**config.mk**
```make
export PLATFORM = sky130hd
export DESIGN_NAME = llw_walker
export DESIGN_NICKNAME = d
export VERILOG_FILES = /design/src/rtl/llw_pkg.sv /design/src/rtl/llw_fetch.sv /design/src/rtl/llw_cmd_slot.sv /design/src/rtl/llw_ctrl.sv /design/src/rtl/llw_walker.sv
export SDC_FILE = /design/constraint.sdc
export NUM_CORES = 2
export LEC_CHECK = 0
export ABC_AREA = 1
export ABC_CLOCK_PERIOD_IN_PS = 2550
export BUFFER_PORTS_ARGS = -buffer_cell sky130_fd_sc_hd__buf_2
export CAP_MARGIN = 20
export CORE_UTILIZATION = 47
export DETAILED_ROUTE_END_ITERATION = 8
export PLACE_DENSITY_LB_ADDON = 0.1
export SLEW_MARGIN = 0
export SYNTH_ARGS = -nofsm -noshare
export SYNTH_HDL_FRONTEND = slang
export SYNTH_SLANG_ARGS = --single-unit
export TNS_END_PERCENT = 50
```
**constraint.sdc**
```tcl
create_clock -name clk -period 2.55 [get_ports clk]
set_clock_uncertainty 0.05 [all_clocks]
set_input_delay 0.51 -clock clk [delete_from_list [all_inputs] [get_ports clk]]
set_output_delay 0.51 -clock clk [all_outputs]
set_load 0.02 [all_outputs]
```
**src/rtl/llw_pkg.sv**
```systemverilog
package llw_pkg;
  localparam int WORD_W     = 32;
  localparam int ADDR_W     = 64;
  localparam int BODY_WORDS = 5;
  localparam int LINK_WORDS = 2;
  localparam int WORD_BYTES = WORD_W / 8;
  localparam int ELEM_BYTES = (BODY_WORDS + 1) * WORD_BYTES;
  localparam int CNT_W      = $clog2(BODY_WORDS + 1);

  localparam int BIT_CYC  = 0;
  localparam int BIT_TGL  = 1;
  localparam int BIT_LNK  = 2;
  localparam int BIT_LIRQ = 3;
  localparam int BIT_RIRQ = 4;

  typedef enum logic [1:0] {
    CH_RUN   = 2'd1,
    CH_FAULT = 2'd2,
    CH_HALT  = 2'd3
  } ch_status_e;

  typedef enum logic [2:0] {
    W_HALT, W_CTL, W_LINK, W_BODY, W_CMD
  } walk_state_e;

  typedef enum logic [1:0] {
    F_IDLE, F_REQ, F_RSP
  } fetch_state_e;
endpackage

```
**src/rtl/llw_fetch.sv**
```systemverilog
module llw_fetch
  import llw_pkg::*;
(
  input  logic                                  clk,
  input  logic                                  rst_n,
  input  logic                                  start,
  input  logic [ADDR_W-1:0]                     start_addr,
  input  logic [CNT_W-1:0]                      start_count,
  output logic                                  mem_req_valid,
  input  logic                                  mem_req_ready,
  output logic [ADDR_W-1:0]                     mem_req_addr,
  input  logic                                  mem_rsp_valid,
  output logic                                  mem_rsp_ready,
  input  logic [WORD_W-1:0]                     mem_rsp_data,
  input  logic                                  mem_rsp_err,
  output logic                                  done,
  output logic                                  err,
  output logic [BODY_WORDS-1:0][WORD_W-1:0]     words
);
  fetch_state_e        st_q;
  logic [CNT_W-1:0]    cnt_q, total_q;
  logic [ADDR_W-1:0]   addr_q;

  assign mem_req_valid = (st_q == F_REQ);
  assign mem_rsp_ready = (st_q == F_RSP);
  assign mem_req_addr  = addr_q;

  always_ff @(posedge clk) begin
    if (!rst_n) begin
      st_q    <= F_IDLE;
      cnt_q   <= '0;
      total_q <= '0;
      addr_q  <= '0;
      done    <= 1'b0;
      err     <= 1'b0;
      words   <= '0;
    end else begin
      done <= 1'b0;
      case (st_q)
        F_IDLE: begin
          if (start) begin
            addr_q  <= start_addr;
            total_q <= start_count;
            cnt_q   <= '0;
            st_q    <= F_REQ;
          end
        end
        F_REQ: begin
          if (mem_req_ready) st_q <= F_RSP;
        end
        F_RSP: begin
          if (mem_rsp_valid) begin
            words[cnt_q] <= mem_rsp_data;
            if (mem_rsp_err || (cnt_q + CNT_W'(1)) == total_q) begin
              done <= 1'b1;
              err  <= mem_rsp_err;
              st_q <= F_IDLE;
            end else begin
              cnt_q  <= cnt_q + CNT_W'(1);
              addr_q <= addr_q + ADDR_W'(WORD_BYTES);
              st_q   <= F_REQ;
            end
          end
        end
        default: st_q <= F_IDLE;
      endcase
    end
  end

  assert_req_stable_R9: assert property (@(posedge clk) disable iff (!rst_n)
    (mem_req_valid && !mem_req_ready) |=> (mem_req_valid && $stable(mem_req_addr)));

  assert_one_outstanding_R9: assert property (@(posedge clk) disable iff (!rst_n)
    mem_rsp_ready |-> !mem_req_valid);

  // consecutive words of one element lie 4 bytes apart
  assert_word_step_R3: assert property (@(posedge clk) disable iff (!rst_n)
    ($rose(mem_req_valid) && $past(mem_rsp_valid) && !$past(done) && !done && $past(st_q) == F_RSP)
      |-> (mem_req_addr == $past(mem_req_addr) + ADDR_W'(WORD_BYTES)));
endmodule

```
**src/rtl/llw_cmd_slot.sv**
```systemverilog
module llw_cmd_slot
  import llw_pkg::*;
(
  input  logic              clk,
  input  logic              rst_n,
  input  logic              load,
  input  logic [WORD_W-1:0] in_size,
  input  logic [ADDR_W-1:0] in_src,
  input  logic [ADDR_W-1:0] in_dst,
  output logic              cmd_valid,
  input  logic              cmd_ready,
  output logic [WORD_W-1:0] cmd_size,
  output logic [ADDR_W-1:0] cmd_src,
  output logic [ADDR_W-1:0] cmd_dst,
  output logic              fire
);
  assign fire = cmd_valid && cmd_ready;

  always_ff @(posedge clk) begin
    if (!rst_n) begin
      cmd_valid <= 1'b0;
      cmd_size  <= '0;
      cmd_src   <= '0;
      cmd_dst   <= '0;
    end else if (load) begin
      cmd_valid <= 1'b1;
      cmd_size  <= in_size;
      cmd_src   <= in_src;
      cmd_dst   <= in_dst;
    end else if (fire) begin
      cmd_valid <= 1'b0;
    end
  end

  assert_cmd_hold_R10: assert property (@(posedge clk) disable iff (!rst_n)
    (cmd_valid && !cmd_ready) |=> (cmd_valid && $stable(cmd_size) && $stable(cmd_src) && $stable(cmd_dst)));
endmodule

```
**src/rtl/llw_ctrl.sv**
```systemverilog
module llw_ctrl
  import llw_pkg::*;
#(
  parameter int CHAN_W  = 3,
  parameter int CHAN_ID = 0
)(
  input  logic                              clk,
  input  logic                              rst_n,
  input  logic                              eng_en,
  input  logic                              cfg_load,
  input  logic                              cfg_cycle,
  input  logic                              cfg_list_en,
  input  logic [ADDR_W-1:0]                 cfg_list_ptr,
  input  logic                              db_valid,
  input  logic [CHAN_W-1:0]                 db_chan,
  output logic                              fetch_start,
  output logic [ADDR_W-1:0]                 fetch_addr,
  output logic [CNT_W-1:0]                  fetch_count,
  input  logic                              fetch_done,
  input  logic                              fetch_err,
  input  logic [BODY_WORDS-1:0][WORD_W-1:0] fetch_words,
  output logic                              cmd_load,
  output logic [WORD_W-1:0]                 cmd_size,
  output logic [ADDR_W-1:0]                 cmd_src,
  output logic [ADDR_W-1:0]                 cmd_dst,
  input  logic                              cmd_fire,
  output logic [1:0]                        ch_status,
  output logic                              cycle_state,
  output logic                              irq_local,
  output logic                              irq_remote,
  output logic                              irq_abort
);
  walk_state_e       st_q;
  ch_status_e        status_q;
  logic [ADDR_W-1:0] ptr_q;
  logic              ccs_q, lle_q, tgl_q, lirq_q, rirq_q;
  logic              db_hit;
  logic [WORD_W-1:0] w0;
  logic [ADDR_W-1:0] link_ptr, next_elem;

  assign db_hit      = db_valid && eng_en && lle_q && (db_chan == CHAN_W'(CHAN_ID));
  assign w0          = fetch_words[0];
  assign link_ptr    = {fetch_words[1], fetch_words[0]};
  assign next_elem   = ptr_q + ADDR_W'(ELEM_BYTES);
  assign ch_status   = status_q;
  assign cycle_state = ccs_q;

  always_ff @(posedge clk) begin
    if (!rst_n) begin
      st_q        <= W_HALT;
      status_q    <= CH_HALT;
      ptr_q       <= '0;
      ccs_q       <= 1'b0;
      lle_q       <= 1'b0;
      tgl_q       <= 1'b0;
      lirq_q      <= 1'b0;
      rirq_q      <= 1'b0;
      fetch_start <= 1'b0;
      fetch_addr  <= '0;
      fetch_count <= '0;
      cmd_load    <= 1'b0;
      cmd_size    <= '0;
      cmd_src     <= '0;
      cmd_dst     <= '0;
      irq_local   <= 1'b0;
      irq_remote  <= 1'b0;
      irq_abort   <= 1'b0;
    end else begin
      fetch_start <= 1'b0;
      cmd_load    <= 1'b0;
      irq_local   <= 1'b0;
      irq_remote  <= 1'b0;
      irq_abort   <= 1'b0;
      case (st_q)
        W_HALT: begin
          if (cfg_load) begin
            ccs_q <= cfg_cycle;
            lle_q <= cfg_list_en;
            ptr_q <= cfg_list_ptr;
          end else if (db_hit) begin
            status_q    <= CH_RUN;
            fetch_start <= 1'b1;
            fetch_addr  <= ptr_q;
            fetch_count <= CNT_W'(1);
            st_q        <= W_CTL;
          end
        end
        W_CTL: begin
          if (fetch_done) begin
            if (fetch_err) begin
              irq_abort <= 1'b1;
              status_q  <= CH_FAULT;
              st_q      <= W_HALT;
            end else if (w0[BIT_LNK]) begin
              tgl_q       <= w0[BIT_TGL];
              fetch_start <= 1'b1;
              fetch_addr  <= ptr_q + ADDR_W'(WORD_BYTES);
              fetch_count <= CNT_W'(LINK_WORDS);
              st_q        <= W_LINK;
            end else if (w0[BIT_CYC] != ccs_q) begin
              status_q <= CH_HALT;
              st_q     <= W_HALT;
            end else begin
              lirq_q      <= w0[BIT_LIRQ];
              rirq_q      <= w0[BIT_RIRQ];
              fetch_start <= 1'b1;
              fetch_addr  <= ptr_q + ADDR_W'(WORD_BYTES);
              fetch_count <= CNT_W'(BODY_WORDS);
              st_q        <= W_BODY;
            end
          end
        end
        W_LINK: begin
          if (fetch_done) begin
            if (fetch_err) begin
              irq_abort <= 1'b1;
              status_q  <= CH_FAULT;
              st_q      <= W_HALT;
            end else begin
              ptr_q       <= link_ptr;
              if (tgl_q) ccs_q <= ~ccs_q;
              fetch_start <= 1'b1;
              fetch_addr  <= link_ptr;
              fetch_count <= CNT_W'(1);
              st_q        <= W_CTL;
            end
          end
        end
        W_BODY: begin
          if (fetch_done) begin
            if (fetch_err || w0 == '0) begin
              irq_abort <= 1'b1;
              status_q  <= CH_FAULT;
              st_q      <= W_HALT;
            end else begin
              cmd_load <= 1'b1;
              cmd_size <= w0;
              cmd_src  <= {fetch_words[2], fetch_words[1]};
              cmd_dst  <= {fetch_words[4], fetch_words[3]};
              st_q     <= W_CMD;
            end
          end
        end
        W_CMD: begin
          if (cmd_fire) begin
            irq_local   <= lirq_q;
            irq_remote  <= rirq_q;
            ptr_q       <= next_elem;
            fetch_start <= 1'b1;
            fetch_addr  <= next_elem;
            fetch_count <= CNT_W'(1);
            st_q        <= W_CTL;
          end
        end
        default: st_q <= W_HALT;
      endcase
    end
  end

  assert_db_gate_R2: assert property (@(posedge clk) disable iff (!rst_n)
    (status_q == CH_RUN && $past(status_q) != CH_RUN) |-> $past(db_valid && eng_en));

  assert_done_after_cmd_R7: assert property (@(posedge clk) disable iff (!rst_n)
    (irq_local || irq_remote) |-> $past(cmd_fire));

  assert_abort_cause_R8: assert property (@(posedge clk) disable iff (!rst_n)
    irq_abort |-> $past(fetch_done));

  // commands are only handed over while the channel is running
  assert_run_on_cmd_R11: assert property (@(posedge clk) disable iff (!rst_n)
    cmd_fire |-> (status_q == CH_RUN));
endmodule

```
**src/rtl/llw_walker.sv**
```systemverilog
module llw_walker
  import llw_pkg::*;
#(
  parameter int CHAN_W  = 3,
  parameter int CHAN_ID = 0
)(
  input  logic              clk,
  input  logic              rst_n,
  input  logic              eng_en,
  input  logic              cfg_load,
  input  logic              cfg_cycle,
  input  logic              cfg_list_en,
  input  logic [63:0]       cfg_list_ptr,
  input  logic              db_valid,
  input  logic [CHAN_W-1:0] db_chan,
  output logic              mem_req_valid,
  input  logic              mem_req_ready,
  output logic [63:0]       mem_req_addr,
  input  logic              mem_rsp_valid,
  output logic              mem_rsp_ready,
  input  logic [31:0]       mem_rsp_data,
  input  logic              mem_rsp_err,
  output logic              cmd_valid,
  input  logic              cmd_ready,
  output logic [31:0]       cmd_size,
  output logic [63:0]       cmd_src,
  output logic [63:0]       cmd_dst,
  output logic [1:0]        ch_status,
  output logic              cycle_state,
  output logic              irq_done_local,
  output logic              irq_done_remote,
  output logic              irq_abort
);
  logic                              f_start, f_done, f_err;
  logic [ADDR_W-1:0]                 f_addr;
  logic [CNT_W-1:0]                  f_count;
  logic [BODY_WORDS-1:0][WORD_W-1:0] f_words;
  logic                              c_load, c_fire;
  logic [WORD_W-1:0]                 c_size;
  logic [ADDR_W-1:0]                 c_src, c_dst;

  llw_ctrl #(.CHAN_W(CHAN_W), .CHAN_ID(CHAN_ID)) u_ctrl (
    .clk, .rst_n, .eng_en, .cfg_load, .cfg_cycle, .cfg_list_en, .cfg_list_ptr,
    .db_valid, .db_chan,
    .fetch_start(f_start), .fetch_addr(f_addr), .fetch_count(f_count),
    .fetch_done(f_done), .fetch_err(f_err), .fetch_words(f_words),
    .cmd_load(c_load), .cmd_size(c_size), .cmd_src(c_src), .cmd_dst(c_dst),
    .cmd_fire(c_fire),
    .ch_status, .cycle_state,
    .irq_local(irq_done_local), .irq_remote(irq_done_remote), .irq_abort
  );

  llw_fetch u_fetch (
    .clk, .rst_n,
    .start(f_start), .start_addr(f_addr), .start_count(f_count),
    .mem_req_valid, .mem_req_ready, .mem_req_addr,
    .mem_rsp_valid, .mem_rsp_ready, .mem_rsp_data, .mem_rsp_err,
    .done(f_done), .err(f_err), .words(f_words)
  );

  llw_cmd_slot u_slot (
    .clk, .rst_n,
    .load(c_load), .in_size(c_size), .in_src(c_src), .in_dst(c_dst),
    .cmd_valid, .cmd_ready, .cmd_size, .cmd_src, .cmd_dst,
    .fire(c_fire)
  );

  assert_reset_quiet_R1: assert property (@(posedge clk)
    !rst_n |=> (ch_status == 2'd3 && !mem_req_valid && !cmd_valid && !irq_abort));
endmodule

```
# --- Word-level counts from Yosys, hierarchy flattened ---
# Cells that the tools add are included.
word_totals:
  ff_bits: 701
  latch_bits: 0
  mem_bits_rw: 0
  romBits: 0
  output_inout_bits: 233
  mem_count: 0
op_classes:
  n_addsub: 4
  mul: 0
  div_mod_pow: 0
  order_cmp: 2
  n_eq_ne: 27
  shift: 0
  muxes: 82
  bitwise_logic: 5
  reduce_logical: 35
ops:
  columns: ["op", "count"]
  rows:
  - ["64-bit two-way mux", 13]
  - ["64-bit case mux with 4 select lines", 1]
  - ["64-bit case mux with 3 select lines", 1]
  - ["160-bit bitwise mux", 1]
  - ["64-bit by 3-bit adder with 64-bit output (second input constant)", 2]
  - ["64-bit case mux with 2 select lines", 1]
  - ["32-bit demux with 3-bit select", 1]
  - ["64-bit by 5-bit adder with 64-bit output (second input constant)", 1]
  - ["3-bit two-way mux", 18]
  - ["32-bit zero test", 1]
  - ["32-bit two-way mux", 1]
  - ["2-bit two-way mux", 14]
  - ["1-bit two-way mux", 23]
  - ["3-bit AND reduction", 6]
  - ["2-bit by 1-bit inequality test with 1-bit output (second input constant)", 8]
  - ["2-bit inequality test (second input constant)", 8]
  - ["3-bit case mux with 5 select lines", 1]
  - ["5-bit AND reduction", 3]
  - ["3-bit case mux with 4 select lines", 1]
  - ["10-bit AND reduction", 1]
  - ["9-bit AND reduction", 1]
  - ["2-bit case mux with 4 select lines", 1]
  - ["4-bit AND reduction", 2]
  - ["4-bit nonzero test", 2]
  - ["other kinds (26)", 43]

# --- Depth between registers and ports, before layout ---
logic_depth:
  depth_word: 6
  depth_mapped: 14
  mapped_depth_nobuf: 14

# --- Hierarchy ---
# From an unflattened synthesis, not the netlist that was laid out.
hier_totals:
  cells_unflattened: 4886
  area_unflattened_um2: 32846.5
by_module_without_submodules:
  columns: ["module", "n_inst", "cells_each", "area_each_um2", "seq_area_each_um2"]
  rows:
  - ["llw_ctrl", 1, 2491, 16331.9, 6125.9]
  - ["llw_fetch", 1, 1694, 10949.3, 4684.5]
  - ["llw_cmd_slot", 1, 701, 5565.3, 3223.1]

# --- Worst setup path after synthesis ---
# OpenSTA, ideal clock, no wires.
synth_timing:
  kind: "reg2reg"
  from: "register u_fetch.addr_q[2] (netlist: u_fetch.mem_req_addr[2])"
  to: "register u_fetch.addr_q[28] (netlist: u_fetch.mem_req_addr[28])"
  setup_ns: 0.132
  arrival_time_ns: 1.870
  required_ns: 2.368
  setup_slack_ns: 0.498
  path_stages_with_launch: 10
  n_path_buf: 0
  path_cell_list: "dfxtp_1 -> ha_1 -> nand2_1 -> nor2_1 -> nand2_1 -> nor2_1 -> nand2_1 -> xor2_1 -> o21ai_0 -> a21oi_1"
synth_between:
  elab_chain_cells: 4
synth_rtl:
  columns: ["item", "line_no", "text"]
  rows:
  - ["from (decl)", "llw_fetch.sv:22", "logic [ADDR_W-1:0] addr_q;"]
  - ["from (signal assigned)", "llw_fetch.sv:42", "addr_q <= start_addr;"]
  - ["from (signal assigned)", "llw_fetch.sv:60", "addr_q <= addr_q + ADDR_W'(WORD_BYTES);"]
  - ["64-bit by 3-bit adder with 64-bit output", "llw_fetch.sv:60", null]
  - ["64-bit two-way mux", "llw_fetch.sv:54", "if (mem_rsp_err || (cnt_q + CNT_W'(1)) == total_q) begin"]
  - ["64-bit two-way mux", "llw_fetch.sv:52", "if (mem_rsp_valid) begin"]
  - ["64-bit case mux with 2 select lines", "llw_fetch.sv:39", "case (st_q)"]
# No other way between the ends. The select of a mux whose other input is x is not followed.
# A chain may end at the register's enable or synchronous reset.

# --- Final worst setup path ---
layout_timing:
  from: "register u_fetch.st_q[1]"
  to: "output port mem_rsp_ready"
layout_between:
  elab_chain_cells: 1
layout_rtl:
  columns: ["item", "line_no", "text"]
  rows:
  - ["from (decl)", "llw_fetch.sv:20", "fetch_state_e st_q;"]
  - ["from (signal assigned)", "llw_fetch.sv:30", "st_q <= F_IDLE;"]
  - ["from (signal assigned)", "llw_fetch.sv:45", "st_q <= F_REQ;"]
  - ["from (signal assigned)", "llw_fetch.sv:49", "if (mem_req_ready) st_q <= F_RSP;"]
  - ["2-bit == test", "llw_fetch.sv:25", "assign mem_rsp_ready = (st_q == F_RSP);"]
  - ["to (decl)", "llw_walker.sv:20", "output logic mem_rsp_ready,"]
# No other way between the ends.

==> summary.txt <==
Status
  – Run status: complete, no violations

Detailed routing
  – Via density: 5.718
  – Via count: 34,172
  – Number of design-rule violations left by the first detailed-router iteration: 3,986
  – Routed wire length: 132,600 um
  – Length of the first detailed-routing pass in iterations: 5
  – Final routed wire length divided by cell count: 22.19 um
  – Post-route ant nets: 0
  – Post-route DRC violation count: 0

Floorplan
  – Starting Density: 47.73%
  – Overall die area: 69,610 um^2
  – Number of top-level design ports: 343
  – Die H: 263.8 um
  – Die Wd: 263.8 um
  – Core Area: 67,510 um^2
  – Site Rows: 95

Timing
  – Final worst-path cycle share: 95.92%
  – Smallest hold slack: 0.07928 ns
  – Peak clock frequency supported by timing: 0.4088 GHz
  – Final Critical Period: 2.446 ns
  – Setup repair after global routing missed its margin: true
  – Total count of max-transition violations in the final report: 0
  – Number of setup violations in the final report: 0
  – Final number of hold-violating endpoints: 0
  – Slew margin rel.: 44.60%
  – Worst-Margin Slew: 0.8310 ns

Pwr
  – Peak supply drop: 0.0005109 V
  – Internal power component: 18.02 mW
  – Power Density: 619.9 nW/um^2
  – Power share of the combinational group: 4.8%
  – Sw Share: 24.57%
  – Clock network fraction of design power: 48.4%
  – Leakage power figure: 16.34 nW
  – Sw Pwr: 5.871 mW
  – Seq pwr share: 46.8%

Synth
  – Post-synthesis cell count: 4,684
  – Number of synthesized flops with an enable pin: 0
  – Number of nets produced by synthesis: 4,799
  – Mean area per synthesized cell: 6.880 um^2
  – Number of distinct library cells after synthesis: 51
  – Proportion of synthesized flip-flops having asynchronous set or reset: 0%
  – Sequential fraction of the synthesis area: 43.55%
  – YS warnings: 0
  – Register bit count reported by yosys: 701
  – Syn Std Cell Area: 32,220 um^2
  – Ys flop type: sky130_fd_sc_hd__dfxtp_1

Clock network
  – CTS H-Tree Depth: 3
  – Number of buffers inserted for hold repair after clock tree synthesis: 0
  – Maximum number of buffers from clock root to sink: 3
  – Clock buffer count from CTS: 77
  – Source-to-sink clock delay at the later pin of the worst-skew pair: 0.65 ns
  – Post-CTS clock slew at the launch and capture registers of the worst setup and hold paths: 0.06 ns
  – CTS tree: yes
  – CTS Root Cell: sky130_fd_sc_hd__clkbuf_16
  – Number of sinks driven by the clock tree: 701

Global route
  – Pin count of the biggest net entering global routing: 172
  – Gr ovfl total: 0
  – Wire length of the first global-routing pass: 196,300 um
  – Via count of the first global-routing pass: 31,047
  – Initial antenna violation count: 3
  – GRT Util Overall: 37.01%

Worst setup path
  – Critical path endpoint category: output port
  – Data required time at the worst endpoint: 1.99 ns
  – Critical path peak fanout: 100
  – Crit path kind: flip-flop to output port
  – Slack of the worst reg-to-reg path: 0.12 ns
  – Arrival @ worst endpoint: 1.89 ns
  – Startpoint type of the worst setup path: flip-flop

Place
  – Port Buf Inserts: 342
  – Routability cong.: 1.052
  – Number of placed instances, taps included: 5,840
  – Placed wire-length estimate: 94,690 um

Flow run
  – Number of violations of the max-capacitance limit: 0

Final layout
  – Layout-stage area growth over the synthesis result: 19.60%
  – Antenna diodes: 0
  – Non-filler instance count after layout: 5,976
  – Core utilization of the finished layout: 57.09%
  – Layout Nets: 5,161
  – Commonest non-fill, non-tap cells in the layout: sky130_fd_sc_hd__nand2_1 (808), sky130_fd_sc_hd__nor2_1 (708), sky130_fd_sc_hd__dfxtp_1 (699)
  – Share of post-route cells with drive strength above 1: 15.21%
  – Most common library cell in the layout ignoring fill and taps: sky130_fd_sc_hd__nand2_1

Worst hold path
  – Worst min path class: primary input to flip-flop
routing by layer:
| metal | track usage, % | routed length, um | vias up |
|---|---|---|---|
| met5 | 0 | 13 | - |
| met4 | 18.45 | 7267 | 2 |
| met3 | 4.922 | 10260 | 300 |
| met2 | 58.01 | 58810 | 1579 |
| met1 | 50.03 | 56250 | 16041 |
| li1 | - | - | 16250 |
cell type report:
type                       count  area (um^2)
fill                        6650        28970
multi-input combinational   3302        15430
sequential                   701        14040
timing repair buffer         570         3834
clock buffer                 108         2243
inverter                     394         1496
tap                          873         1092
clock inverter                28        407.9
synthesized netlist by cell type, types with 2 or more instances:
cell / instances / area (um^2)
sky130_fd_sc_hd__nor4_1: 6 / 37.54
sky130_fd_sc_hd__a211oi_1: 35 / 262.8
sky130_fd_sc_hd__nand4_1: 53 / 331.6
sky130_fd_sc_hd__buf_4: 5 / 37.54
sky130_fd_sc_hd__o21ai_0: 507 / 2537
sky130_fd_sc_hd__buf_2: 69 / 345.3
sky130_fd_sc_hd__nor2_2: 22 / 137.6
sky130_fd_sc_hd__o211ai_1: 36 / 270.3
sky130_fd_sc_hd__dfxtp_1: 701 / 14030
sky130_fd_sc_hd__o221ai_1: 15 / 131.4
sky130_fd_sc_hd__o22ai_1: 8 / 50.05
sky130_fd_sc_hd__or2_0: 4 / 25.02
sky130_fd_sc_hd__ha_1: 5 / 62.56
sky130_fd_sc_hd__a31oi_1: 36 / 225.2
sky130_fd_sc_hd__a32oi_1: 2 / 17.52
sky130_fd_sc_hd__nand2_2: 8 / 50.05
sky130_fd_sc_hd__o211a_1: 2 / 20.02
sky130_fd_sc_hd__and3_1: 4 / 25.02
sky130_fd_sc_hd__buf_1: 14 / 52.55
sky130_fd_sc_hd__buf_8: 10 / 150.1
sky130_fd_sc_hd__nor3_4: 3 / 48.80
sky130_fd_sc_hd__o21ai_1: 49 / 245.2
sky130_fd_sc_hd__nor3_1: 49 / 245.2
sky130_fd_sc_hd__clkbuf_1: 186 / 698.2
sky130_fd_sc_hd__nor2_4: 4 / 45.04
sky130_fd_sc_hd__nor2_1: 711 / 2669
sky130_fd_sc_hd__a221oi_1: 5 / 43.79
sky130_fd_sc_hd__inv_1: 371 / 1393
sky130_fd_sc_hd__nand3_1: 358 / 1792
sky130_fd_sc_hd__inv_2: 19 / 71.32
sky130_fd_sc_hd__a21oi_1: 514 / 2572
sky130_fd_sc_hd__buf_6: 3 / 33.78
sky130_fd_sc_hd__nand3b_1: 3 / 22.52
sky130_fd_sc_hd__xor2_1: 24 / 210.2
sky130_fd_sc_hd__or2_2: 7 / 43.79
sky130_fd_sc_hd__clkinv_1: 3 / 11.26
sky130_fd_sc_hd__nand2_1: 810 / 3040
sky130_fd_sc_hd__xnor2_1: 6 / 52.55
sky130_fd_sc_hd__a41oi_1: 4 / 35.03
sky130_fd_sc_hd__nor4_4: 2 / 42.54
flip-flops by register name, indices dropped and copies added, names as in the netlist, 2 cells and up:
register / count
u_ctrl.ch_status: 2
u_ctrl.cmd_dst: 64
u_ctrl.cmd_size: 32
u_ctrl.cmd_src: 64
u_ctrl.fetch_addr: 64
u_ctrl.fetch_count: 3
u_ctrl.ptr_q: 64
u_ctrl.st_q: 3
u_fetch.cnt_q: 3
u_fetch.mem_req_addr: 64
u_fetch.st_q: 2
u_fetch.total_q: 3
u_fetch.words: 160
u_slot.cmd_dst: 64
u_slot.cmd_size: 32
u_slot.cmd_src: 64
critical path: stages, from the launching register on:
cell and delay, ns:
sky130_fd_sc_hd__dfxtp_1 0.39, sky130_fd_sc_hd__inv_2 0.06, sky130_fd_sc_hd__nor2_4 0.12, sky130_fd_sc_hd__buf_12 0.38
sky130_fd_sc_hd__buf_2 0.25
through the flow:
stage	power (mW)	setup TNS [ns]	worst slack [ns]	instance area, um^2
after floorplan	11.92	0	0.4982	32220
after global placement	12.52	0	0.05474	35870
after detailed placement	12.52	0	0.02237	35870
after CTS	23.97	0	0.003943	38520
after global routing	24.47	-0.009027	-0.009027	38540
final	23.89	0	0.1039	38540
cell families (layout without fill, tap and decap cells):
| family | after synthesis | count (layout) | synth area share [%] |
|---|---|---|---|
| AOI/OAI and AO/OA | 1217 | 1217 | 20.00 |
| xor gates and xnor gates | 30 | 30 | 0.8154 |
| adders and majority gates | 5 | 5 | 0.1941 |
| buffers and inverters | 681 | 1100 | 8.686 |
| DFF | 701 | 701 | 43.55 |
| and+or+nand+nor | 2050 | 2050 | 26.76 |
power by group through the flow:
stage	clock, mW	sequential (mW)	combinational [mW]
finish	11.6	11.2	1.14
global route	12.1	11.2	1.21
CTS	11.7	11.2	1.11
detailed placement	0	11.4	1.11
global placement	0	11.4	1.11
floorplan	0	11.4	0.554
timing repair:
| action | 4_1_cts | 5_1_grt |
|---|---|---|
| resized for setup | 0 | 7 |
| endpoints found under the setup margin | 0 | 6 |
| setup buffers | 0 | 0 |
final timing paths:
path / end / cells after the start / startpoint
worst max-delay path: mem_rsp_ready / 4 / u_fetch.st_q[1]
worst min register to register: u_ctrl.cmd_src[47] / 2 / u_ctrl.cmd_src[47]
worst min-delay path: u_slot.cmd_valid / 4 / cmd_ready
worst max register to register: u_ctrl.fetch_addr[57] / 11 / u_ctrl.ptr_q[37]
Power figures use the tool's default switching activity.
